[src/rtl/syncgen_pkg.sv]
// Shared types for the sync generator.
// Assumes: line lengths are even and frame line counts are odd.
package syncgen_pkg;

    localparam int CW = 16;

    typedef enum logic [1:0] {
        STD_NTSC  = 2'b00,
        STD_SECAM = 2'b01,
        STD_PALM  = 2'b10,
        STD_PAL   = 2'b11
    } std_sel_e;

    // Per-standard timing constants, all in clocks or half-lines.
    typedef struct packed {
        logic [CW-1:0] line_len;
        logic [CW-1:0] lines;
        logic [CW-1:0] hs_w;
        logic [CW-1:0] eq_w;
        logic [CW-1:0] hd_w;
        logic [CW-1:0] hb_w;
        logic [CW-1:0] bs_pos;
        logic [CW-1:0] bs_w;
        logic [CW-1:0] eq_n;
        logic [CW-1:0] vbl_n;
        logic          fld8;
        logic          colb;
    } std_cfg_t;

    // Derive one standard's constants from its line length and line count.
    function automatic std_cfg_t make_cfg(int len, int nlines, bit is625, bit fld8, bit colb);
        std_cfg_t c;
        int hs;
        hs         = len / 13;
        c.line_len = CW'(len);
        c.lines    = CW'(nlines);
        c.hs_w     = CW'(hs);
        c.eq_w     = CW'((hs / 2) > 0 ? hs / 2 : 1);
        c.hd_w     = CW'(len / 10);
        c.hb_w     = CW'(len / 6);
        c.bs_pos   = CW'(hs + hs / 4);
        c.bs_w     = CW'((hs / 2) > 0 ? hs / 2 : 1);
        c.eq_n     = is625 ? CW'(5) : CW'(6);
        c.vbl_n    = is625 ? CW'(50) : CW'(40);
        c.fld8     = fld8;
        c.colb     = colb;
        return c;
    endfunction

endpackage

[src/rtl/syncgen_hcnt.sv]
// Horizontal position counter with jittered-load absorption.
// Assumes: h_load is a single-cycle strobe already in the clk domain.
module syncgen_hcnt #(
    parameter int HW = 10
) (
    input  logic          clk,
    input  logic          rst_n,
    input  logic [HW-1:0] len,
    input  logic          ext_en,
    input  logic          h_load,
    output logic [HW-1:0] hc_nxt,
    output logic          half_tick,
    output logic          line_tick
);

    logic [HW-1:0] hc_q;
    logic [HW-1:0] half;
    logic          h_lock_q;
    logic          wrap;
    logic          absorb;
    logic          do_load;

    assign half = len >> 1;

    // Decide between wrap, increment and reload, and flag the boundaries crossed.
    always_comb begin
        wrap      = (hc_q >= len - HW'(1));
        absorb    = (hc_q >= len - HW'(3)) || (hc_q <= HW'(1));
        do_load   = ext_en && h_load && (!h_lock_q || !absorb);
        if (do_load)   hc_nxt = '0;
        else if (wrap) hc_nxt = '0;
        else           hc_nxt = hc_q + HW'(1);
        half_tick = !do_load && (wrap || (hc_q == half - HW'(1)));
        line_tick = !do_load && wrap;
    end

    // Hold the position and the lock flag that marks the first load as taken.
    always_ff @(posedge clk) begin
        if (!rst_n) begin
            hc_q     <= '0;
            h_lock_q <= 1'b0;
        end else begin
            hc_q     <= hc_nxt;
            h_lock_q <= ext_en && (h_lock_q || h_load);
        end
    end

    p_hc_range_r1: assert property (@(posedge clk) disable iff (!rst_n)
        $stable(len) |-> (hc_q < len));
    p_first_load_r10: assert property (@(posedge clk) disable iff (!rst_n)
        (ext_en && h_load && !h_lock_q) |=> (hc_q == '0));
    p_lock_clear_r13: assert property (@(posedge clk) disable iff (!rst_n)
        !ext_en |=> !h_lock_q);

endmodule

[src/rtl/syncgen_vcnt.sv]
// Half-line vertical counter, field counter and line-alternate flag.
// Assumes: half_tick and line_tick come from the horizontal counter.
module syncgen_vcnt #(
    parameter int VW = 11
) (
    input  logic          clk,
    input  logic          rst_n,
    input  logic [VW-1:0] nlines,
    input  logic          ext_en,
    input  logic          v_load,
    input  logic          lalt_load,
    input  logic          half_tick,
    input  logic          line_tick,
    output logic [VW-1:0] vh_nxt,
    output logic [2:0]    fc_nxt,
    output logic          lalt_nxt
);

    logic [VW-1:0] vh_q;
    logic [2:0]    fc_q;
    logic          lalt_q;
    logic          v_pend_q;
    logic          l_pend_q;
    logic          v_pend_nxt;
    logic          l_pend_nxt;
    logic          v_take;
    logic          l_take;
    logic [VW-1:0] last_hl;

    assign last_hl = (nlines << 1) - VW'(1);
    assign v_take  = ext_en && (v_pend_q || v_load);
    assign l_take  = ext_en && (l_pend_q || lalt_load);

    // Step the half-line and field counts, apply pending loads at boundaries.
    always_comb begin
        vh_nxt     = vh_q;
        fc_nxt     = fc_q;
        lalt_nxt   = lalt_q;
        v_pend_nxt = v_take;
        l_pend_nxt = l_take;
        if (half_tick) begin
            if (v_take) begin
                vh_nxt     = '0;
                fc_nxt     = '0;
                v_pend_nxt = 1'b0;
            end else begin
                vh_nxt = (vh_q >= last_hl) ? '0 : vh_q + VW'(1);
                if ((vh_nxt == nlines) || (vh_nxt == '0))
                    fc_nxt = fc_q + 3'd1;
            end
        end
        if (line_tick) begin
            if (l_take) begin
                lalt_nxt   = 1'b0;
                l_pend_nxt = 1'b0;
            end else begin
                lalt_nxt = !lalt_q;
            end
        end
    end

    // Register the vertical state.
    always_ff @(posedge clk) begin
        if (!rst_n) begin
            vh_q     <= '0;
            fc_q     <= '0;
            lalt_q   <= 1'b0;
            v_pend_q <= 1'b0;
            l_pend_q <= 1'b0;
        end else begin
            vh_q     <= vh_nxt;
            fc_q     <= fc_nxt;
            lalt_q   <= lalt_nxt;
            v_pend_q <= v_pend_nxt;
            l_pend_q <= l_pend_nxt;
        end
    end

    p_vload_r11: assert property (@(posedge clk) disable iff (!rst_n)
        (half_tick && v_take) |=> ((vh_q == '0) && (fc_q == '0)));
    p_lalt_toggle_r8: assert property (@(posedge clk) disable iff (!rst_n)
        (line_tick && !l_take) |=> (lalt_q != $past(lalt_q)));
    p_lalt_load_r12: assert property (@(posedge clk) disable iff (!rst_n)
        (line_tick && l_take) |=> !lalt_q);
    p_pend_drop_r13: assert property (@(posedge clk) disable iff (!rst_n)
        !ext_en |=> (!v_pend_q && !l_pend_q));

endmodule

[src/rtl/syncgen_shape.sv]
// Decodes the next counter state into registered timing outputs.
// Assumes: the vertical intervals are shorter than a field.
module syncgen_shape #(
    parameter int HW = 10,
    parameter int VW = 11
) (
    input  logic                  clk,
    input  logic                  rst_n,
    input  syncgen_pkg::std_cfg_t cfg,
    input  logic [HW-1:0]         hc_n,
    input  logic [VW-1:0]         vh_n,
    input  logic [2:0]            fc_n,
    input  logic                  lalt_n,
    output logic                  csync_o,
    output logic                  hdrive_o,
    output logic                  vdrive_o,
    output logic                  cblank_o,
    output logic                  field_odd_o,
    output logic                  first_field_o,
    output logic                  lalt_o,
    output logic                  burst_o,
    output logic                  fh_o,
    output logic                  f2h_o
);

    logic [HW-1:0] half, hp;
    logic [VW-1:0] nl, k, e1, e2, e3, vbl;
    logic          second, in_vert, cs_d, hd_d, bk_d, ff_d, bf_d;

    assign half = HW'(cfg.line_len) >> 1;
    assign nl   = VW'(cfg.lines);
    assign e1   = VW'(cfg.eq_n);
    assign e2   = VW'(2 * cfg.eq_n);
    assign e3   = VW'(3 * cfg.eq_n);
    assign vbl  = VW'(cfg.vbl_n);

    // Fold the counters into in-field half-line and in-half-line positions.
    always_comb begin
        second  = (vh_n >= nl);
        k       = second ? vh_n - nl : vh_n;
        hp      = (hc_n >= half) ? hc_n - half : hc_n;
        in_vert = (k < e3);
    end

    // Compose sync, drive, blanking, framing and burst for the next position.
    always_comb begin
        if ((k < e1) || ((k >= e2) && (k < e3)))
            cs_d = (hp < HW'(cfg.eq_w));
        else if (k < e2)
            cs_d = (hp < half - HW'(cfg.hs_w));
        else
            cs_d = (hc_n < HW'(cfg.hs_w));
        hd_d = (hc_n < HW'(cfg.hd_w));
        bk_d = (k < vbl) || (hc_n < HW'(cfg.hb_w));
        ff_d = (cfg.fld8 ? (fc_n == 3'd0) : (fc_n[1:0] == 2'd0)) && (k < e1);
        if (cfg.colb)
            bf_d = bk_d;
        else
            bf_d = !in_vert && (hc_n >= HW'(cfg.bs_pos)) &&
                   (hc_n < HW'(cfg.bs_pos) + HW'(cfg.bs_w));
    end

    // Register all outputs on the edge that moves the counters.
    always_ff @(posedge clk) begin
        if (!rst_n) begin
            csync_o       <= 1'b0;
            hdrive_o      <= 1'b0;
            vdrive_o      <= 1'b0;
            cblank_o      <= 1'b0;
            field_odd_o   <= 1'b0;
            first_field_o <= 1'b0;
            lalt_o        <= 1'b0;
            burst_o       <= 1'b0;
            fh_o          <= 1'b0;
            f2h_o         <= 1'b0;
        end else begin
            csync_o       <= cs_d;
            hdrive_o      <= hd_d;
            vdrive_o      <= in_vert;
            cblank_o      <= bk_d;
            field_odd_o   <= !second;
            first_field_o <= ff_d;
            lalt_o        <= lalt_n;
            burst_o       <= bf_d;
            fh_o          <= (hc_n < half);
            f2h_o         <= (hp < (half >> 1));
        end
    end

    p_vd_in_blank_r3: assert property (@(posedge clk) disable iff (!rst_n)
        vdrive_o |-> cblank_o);
    p_ff_in_vd_r7: assert property (@(posedge clk) disable iff (!rst_n)
        first_field_o |-> vdrive_o);
    p_f2h_with_fh_r1: assert property (@(posedge clk) disable iff (!rst_n)
        $rose(fh_o) |-> f2h_o);

endmodule

[src/rtl/syncgen_top.sv]
// Multi-standard sync generator: picks the standard constants and wires the
// horizontal counter, vertical counter and output decoder together.
// Assumes: load strobes are synchronous to clk and one cycle long.
module syncgen_top #(
    parameter int LINE_525  = 910,
    parameter int LINE_625  = 908,
    parameter int LINES_525 = 525,
    parameter int LINES_625 = 625
) (
    input  logic       clk,
    input  logic       rst_n,
    input  logic [1:0] sys_sel,
    input  logic       ext_en,
    input  logic       h_load,
    input  logic       v_load,
    input  logic       lalt_load,
    output logic       csync_o,
    output logic       hdrive_o,
    output logic       vdrive_o,
    output logic       cblank_o,
    output logic       field_odd_o,
    output logic       first_field_o,
    output logic       lalt_o,
    output logic       burst_o,
    output logic       fh_o,
    output logic       f2h_o
);
    import syncgen_pkg::*;

    localparam int LINE_MAX  = (LINE_525 > LINE_625) ? LINE_525 : LINE_625;
    localparam int LINES_MAX = (LINES_525 > LINES_625) ? LINES_525 : LINES_625;
    localparam int HW = $clog2(LINE_MAX + 1);
    localparam int VW = $clog2(2 * LINES_MAX + 1);

    localparam std_cfg_t C_NTSC  = make_cfg(LINE_525, LINES_525, 1'b0, 1'b0, 1'b0);
    localparam std_cfg_t C_SECAM = make_cfg(LINE_625, LINES_625, 1'b1, 1'b0, 1'b1);
    localparam std_cfg_t C_PALM  = make_cfg(LINE_525, LINES_525, 1'b0, 1'b1, 1'b0);
    localparam std_cfg_t C_PAL   = make_cfg(LINE_625, LINES_625, 1'b1, 1'b1, 1'b0);

    std_cfg_t      cfg;
    logic [HW-1:0] hc_nxt;
    logic [VW-1:0] vh_nxt;
    logic [2:0]    fc_nxt;
    logic          lalt_nxt;
    logic          half_tick;
    logic          line_tick;

    // Select the constant set for the chosen standard.
    always_comb begin
        case (std_sel_e'(sys_sel))
            STD_NTSC:  cfg = C_NTSC;
            STD_SECAM: cfg = C_SECAM;
            STD_PALM:  cfg = C_PALM;
            default:   cfg = C_PAL;
        endcase
    end

    syncgen_hcnt #(.HW(HW)) u_hcnt (
        .clk       (clk),
        .rst_n     (rst_n),
        .len       (HW'(cfg.line_len)),
        .ext_en    (ext_en),
        .h_load    (h_load),
        .hc_nxt    (hc_nxt),
        .half_tick (half_tick),
        .line_tick (line_tick)
    );

    syncgen_vcnt #(.VW(VW)) u_vcnt (
        .clk       (clk),
        .rst_n     (rst_n),
        .nlines    (VW'(cfg.lines)),
        .ext_en    (ext_en),
        .v_load    (v_load),
        .lalt_load (lalt_load),
        .half_tick (half_tick),
        .line_tick (line_tick),
        .vh_nxt    (vh_nxt),
        .fc_nxt    (fc_nxt),
        .lalt_nxt  (lalt_nxt)
    );

    syncgen_shape #(.HW(HW), .VW(VW)) u_shape (
        .clk           (clk),
        .rst_n         (rst_n),
        .cfg           (cfg),
        .hc_n          (hc_nxt),
        .vh_n          (vh_nxt),
        .fc_n          (fc_nxt),
        .lalt_n        (lalt_nxt),
        .csync_o       (csync_o),
        .hdrive_o      (hdrive_o),
        .vdrive_o      (vdrive_o),
        .cblank_o      (cblank_o),
        .field_odd_o   (field_odd_o),
        .first_field_o (first_field_o),
        .lalt_o        (lalt_o),
        .burst_o       (burst_o),
        .fh_o          (fh_o),
        .f2h_o         (f2h_o)
    );

endmodule

[config.mk]
export PLATFORM = sky130hd
export DESIGN_NAME = syncgen_top
export DESIGN_NICKNAME = d
export VERILOG_FILES = /design/src/rtl/syncgen_pkg.sv /design/src/rtl/syncgen_hcnt.sv /design/src/rtl/syncgen_vcnt.sv /design/src/rtl/syncgen_shape.sv /design/src/rtl/syncgen_top.sv
export SDC_FILE = /design/constraint.sdc
export NUM_CORES = 1
export LEC_CHECK = 0
export ABC_AREA = 1
export CORE_MARGIN = 1
export CORE_UTILIZATION = 70
export DETAILED_ROUTE_END_ITERATION = 6
export DONT_BUFFER_PORTS = 1
export HOLD_SLACK_MARGIN = 0.08
export PLACE_DENSITY = 0.85
export REMOVE_ABC_BUFFERS = 1
export SLEW_MARGIN = 20
export SYNTH_ARGS = -nofsm -noshare
export SYNTH_HDL_FRONTEND = slang
export SYNTH_SLANG_ARGS = --single-unit
[constraint.sdc]
create_clock -name clk -period 11.2 [get_ports clk]
set_input_delay 2.8 -clock clk [delete_from_list [all_inputs] [get_ports clk]]
set_output_delay 2.8 -clock clk [all_outputs]
set_load 0.02 [all_outputs]
-- Yosys cells after proc, flatten, opt, wreduce, memory -nomap -nowiden
Cells that the tools add are included.
- output and inout bits: 10
- bits of input ports: 8
- bits in registers: 37
- mux-type cells: 16
- eq/ne operators: 4
- reductions and logical operators: 32
- add/subtract/negate cells: 11
- $lt $le $gt $ge: 20
- bitwise gates (word level): 1
- multiply operators: 1
- operators by type and width (operator ; count):
    one-hot mux 148 bit (3 select lines) ; 1
    less-than comparator 10 bit ; 6
    less-than comparator 11 bit ; 4
    two-way mux 11 bit ; 4
    greater-or-equal comparator 11 bit ; 3
    greater-or-equal comparator 10 bit ; 3
    two-way mux 10 bit ; 3
    multiplier 2 x 16 -> 11 bit, first input constant ; 1
    adder 11 x 1 -> 11 bit, second input constant ; 1
    == test 11 bit ; 1
    logical AND 1 bit ; 11
    zero test 11 bit ; 1
    subtractor 11 x 1 -> 11 bit, second input constant ; 1
    subtractor 11 bit ; 1
    adder 10 x 1 -> 10 bit, second input constant ; 1
    adder 10 bit ; 1
    == test 10 bit ; 1
    greater-or-equal comparator 10 x 9 -> 1 bit ; 1
    less-or-equal comparator 10 x 1 -> 1 bit, second input constant ; 1
    less-than comparator 10 x 8 -> 1 bit, second input constant ; 1
    less-than comparator 10 x 9 -> 1 bit ; 1
    subtractor 10 x 9 -> 10 bit ; 1
    subtractor 9 x 1 -> 10 bit, second input constant ; 1
    subtractor 9 x 10 -> 10 bit ; 1
    13 further kinds ; 34

-- Longest topological paths before layout
- word-level depth: 18
- mapped depth: 38
- depth with buffers taken out: 36

-- By module
Synthesis repeated with hierarchy kept, for this count alone.
- cells, all modules: 1375
- area total of the unflattened synthesis: 8947.3 µm²
- by module, submodules not included (module ; times used ; seq. area each (µm²) ; area each (µm²) ; cells each):
    syncgen_shape ; 1 ; 200.2 ; 5223.8 ; 772
    syncgen_hcnt ; 1 ; 220.2 ; 1904.3 ; 302
    syncgen_vcnt ; 1 ; 340.3 ; 1794.2 ; 295
    syncgen_top ; 1 ; 0.0 ; 25.0 ; 6

-- Least setup slack after synthesis
No wires, ideal clock.
- path kind: in2reg
- start point: input sys_sel[0]
- end point: register u_shape.csync_o
- stages: 34
- slack: 4069 ps
- arrival time: 7016 ps
- library setup time: 115 ps
- cell sequence: clkbuf_1 > inv_1 > ha_1 > nand2_1 > a21oi_1 > o21ai_1 > nand2_2 > nor2_2 > inv_2 > nand2_4 > buf_6 > nor2_1 > a22oi_1 > inv_1 > ha_1 > nand2_1 > nor2_1 > and3_1 > nand2_1 > nor2_1 > nor2_4 > nand2_4 > inv_2 > o21ai_0 > inv_1 > ha_1 > o21bai_1 > nand3_1 > nand2_1 > inv_1 > nand3_1 > nand3_1 > a21oi_1 > nor2_1
- word-level cells in the longest chain between the ends: 17
- elaborated cells between the ends (all ways): 43
- those cells by class: add/sub (7); mul (1); order compare (12); eq/ne (3); mux (10); reduce/logical (10)
- ends and longest elaborated chain (element ; line ; RTL):
    start: declaration ; syncgen_top.sv:12 ; input logic [1:0] sys_sel,
    == test 2 bit (tied with other cells) ; syncgen_top.sv:50 ; case (std_sel_e'(sys_sel))
    one-hot mux 148 bit (3 select lines) * ; syncgen_top.sv:50 ;
    subtractor 8 x 3 -> 9 bit ; syncgen_hcnt.sv:28 ; absorb = (hc_q >= len - HW'(3)) || (hc_q <= HW'(1));
    greater-or-equal comparator 10 bit ; syncgen_hcnt.sv:28 ;
    logical OR 1 bit ; syncgen_hcnt.sv:28 ;
    zero test 1 bit ; syncgen_hcnt.sv:29 ; do_load = ext_en && h_load && (!h_lock_q || !absorb);
    logical OR 1 bit ; syncgen_hcnt.sv:29 ;
    logical AND 1 bit ; syncgen_hcnt.sv:29 ;
    [... 2 more ...] ; -- ;
    two-way mux 11 bit * ; syncgen_vcnt.sv:41 ; if (half_tick) begin
    named net u_shape.vh_n[6] ; syncgen_shape.sv:11 ; input logic [VW-1:0] vh_n,
    subtractor 11 bit or greater-or-equal comparator 11 bit (tied branches) ; syncgen_shape.sv:40, syncgen_shape.sv:39 ;
    two-way mux 11 bit * ; syncgen_shape.sv:40 ; k = second ? vh_n - nl : vh_n;
    greater-or-equal comparator 11 bit or less-than comparator 11 bit (tied branches) ; syncgen_shape.sv:47 ; if ((k < e1) || ((k >= e2) && (k < e3)))
    logical AND 1 bit ; syncgen_shape.sv:47 ;
    logical OR 1 bit ; syncgen_shape.sv:47 ;
    two-way mux 1 bit * ; syncgen_shape.sv:47 ;
    end signal: assignment ; syncgen_shape.sv:77 ; csync_o <= cs_d;
    end: declaration ; syncgen_shape.sv:14 ; output logic csync_o,
Mark *: on every way through the listed nets, which the timed path passes. The rest lies on a longest branch.
A chain may end at the register's enable or synchronous reset.

-- Final worst setup path
Same ends and word-level chain as after synthesis.

==> qor.txt <==
Buf/Inv on CP -> 5
Critical Path RT -> 11,410 ps
Total GRT Usage -> 0.3483
Share of cells above drive strength 1 -> 0.05936
CP dominant cell by count -> nand3_1
Distinct cells, synth -> 42
Drt first pass iters -> 5
Die width -> 77.34 um
Vias/cell -> 5.667
Worst path arrival time -> 7570 ps
Final Cycle Share -> 0.6578
Final count of negative-setup-slack endpoints -> 0
CP max stage delay -> 350 ps
Static Leak -> 0.002269 uW
Setup bufs post-CTS -> 0
Post_cts resized -> 0
Worst path top cell family by delay -> simple AND/OR/NAND/NOR gates
MaxCap Viol Count -> 0
Most frequent cells in the layout -> nand2_1, nor2_1, inv_1
Clock-pin slew on the worst setup and hold paths -> 80 ps
Ys async rst share -> 0
Post-DP HPWL -> 7.778 mm
Vias -> 4,131
Initial antenna violation count -> 0
First-pass GRT wire length -> 17.02 mm
PortBufs -> 0
Hold Path Class -> reg2reg
Post-synthesis register bit count -> 37
Cells after Synth -> 657
Most common cell after layout, fill and taps aside -> nand2_1
Endpoint type of the worst setup path -> flop
DRT iter0 DRCs -> 377
Dominant synthesized flop cell -> dfxtp_1
Placed Area -> 4001 um^2
Clock Sinks -> 37
Reg with most FFs -> u_vcnt.vh_q
Num CTS Buffers -> 5
NumNets Final -> 707
Peak supply drop -> 0.04331 mV
Slew Viols, Final -> 0
RSZ-0062 raised after global routing -> false
Clock Path Buffers -> 2
Die height -> 77.34 um
Fillers -> 476
# diodes -> 0
Setup crit start kind -> input pin
Hold Fails Final Rpt -> 0
Die ar. -> 5981 um^2
Setup TNS -> 0 ps
Worst-Margin Slew -> 1007 ps
Gpl congestion -> 0.9578
Max reg flops -> 11
Relative slew slack -> 0.3246
I/O Pins -> 18
Final Cell Area -> 4088 um^2
Slowest-stage cell, CP -> o22ai_1
H-tree depth -> 2
Largest registers -> u_vcnt.vh_q (11), u_hcnt.hc_q (10), u_vcnt.fc_q (3)
Synthesized area per cell -> 6.047 um^2
GR Overflow Total -> 0
Initial core utilization -> 0.7259
Clock skew -> 13.89 ps
Warnings from Yosys -> 0
Max Clk Rate -> 0.1357 GHz
Post-synthesis instance area -> 3973 um^2
P&R area growth vs syn -> 2.898%
Average wire per standard cell -> 13.63 um
Core ar. -> 5473 um^2
Vias in the first global route -> 3,808
Cell Rows -> 27
Outcome -> completed
Worst Path Class, Setup -> in2reg
Clock Latency Late Sink -> 310 ps
Largest net degree at the start of global routing -> 36
EDFF count, synth -> 0
CTS Root Cell -> clkbuf_8
Hold_buf cts -> 0
Remaining antenna violation count -> 0
# DRC -> 0
Sequential share of the synthesized area -> 0.1865
TritonCTS clock tree -> yes
P per Cell Area -> 67.42 nW/um^2
Min cycle time layout -> 7367 ps
Drt total wl -> 9.935 mm
Crit path max fanout -> 22
==> cell type report <==
type,instances,area [um^2],share of cell area
multi-input cells,508,2780,0.6801
well taps,72,90.09,0.02204
flip-flops and latches,37,740.7,0.1812
clock buffers,5,68.82,0.01684
inverters,104,390.4,0.09550
clock inverters,3,17.52,0.004285
==> worst paths after layout <==
check	start	end	slack, ps	cells after the start
max	sys_sel[0]	u_shape.csync_o	3830	31
min	u_hcnt.h_lock_q	u_hcnt.h_lock_q	540	2
max reg2reg	u_hcnt.hc_q[0]	u_shape.csync_o	5970	34
min reg2reg	u_hcnt.h_lock_q	u_hcnt.h_lock_q	540	2
==> synth_stat cells (2+ instances only) <==
| cell | number | share of area |
|---|---|---|
| clkbuf_1 | 7 | 0.0066 |
| o21ai_0 | 23 | 0.029 |
| ha_1 | 43 | 0.14 |
| xor2_1 | 15 | 0.033 |
| o21bai_1 | 3 | 0.0057 |
| nor3_2 | 2 | 0.0050 |
| nand2_4 | 4 | 0.011 |
| o21ai_1 | 8 | 0.010 |
| nor3_1 | 6 | 0.0076 |
| a22oi_1 | 4 | 0.0076 |
| inv_2 | 4 | 0.0038 |
| nor4_1 | 2 | 0.0031 |
| nand2_2 | 12 | 0.019 |
| nand2_1 | 158 | 0.15 |
| a21boi_0 | 3 | 0.0057 |
| a21oi_1 | 25 | 0.031 |
| nor2_2 | 3 | 0.0047 |
| nor2_1 | 101 | 0.095 |
| nand3_1 | 51 | 0.064 |
| nand3b_1 | 4 | 0.0076 |
| nand4_1 | 14 | 0.022 |
| xnor2_1 | 4 | 0.0088 |
| buf_6 | 4 | 0.011 |
| conb_1 | 2 | 0.0019 |
| inv_1 | 99 | 0.094 |
| o2111ai_1 | 2 | 0.0044 |
| dfxtp_1 | 37 | 0.19 |
| o21ai_2 | 3 | 0.0066 |
==> kinds of logic after synthesis <==
logic type,synth area share
other cells,0.001890
fa+ha+maj,0.1354
buf+inv,0.1175
flops,0.1865
xor+xnor,0.04189
simple gates,0.4025
compound gates,0.1143
==> metal layers <==
layer  wire (um)  global-route usage  vias up
met3         661             0.05647       14
li1            -                   -     2092
met1        4656              0.4715     1863
met5           0                   0        -
met2        4477              0.5646      162
met4         140              0.1057        0
==> stage by stage <==
stage	utilization	hold slack, ps	setup WS, ps	power [uW]	std cells
detailed placement	0.7311	514.4	3577	179.6	721
global route	0.7469	562.5	3320	286.1	729
finish	0.7469	537.6	3833	275.6	729
global placement	0.7311	519.9	3904	178.3	721
CTS	0.7469	536.1	3900	274.1	729
floorplan	-	474.1	4343	170.5	649
==> report_power, final <==
group          switching (uW)  internal [uW]
clock                    55.1           43.0
sequential               4.20            134
combinational            25.6           13.2
total                    84.9            191
==> worst min-delay path, delay by kind of cell (launching register included) <==
family,cells,cell delay (ps)
compound gates,1,90
flops,1,340
simple gates,1,80
(Power assumes the default switching activity.)
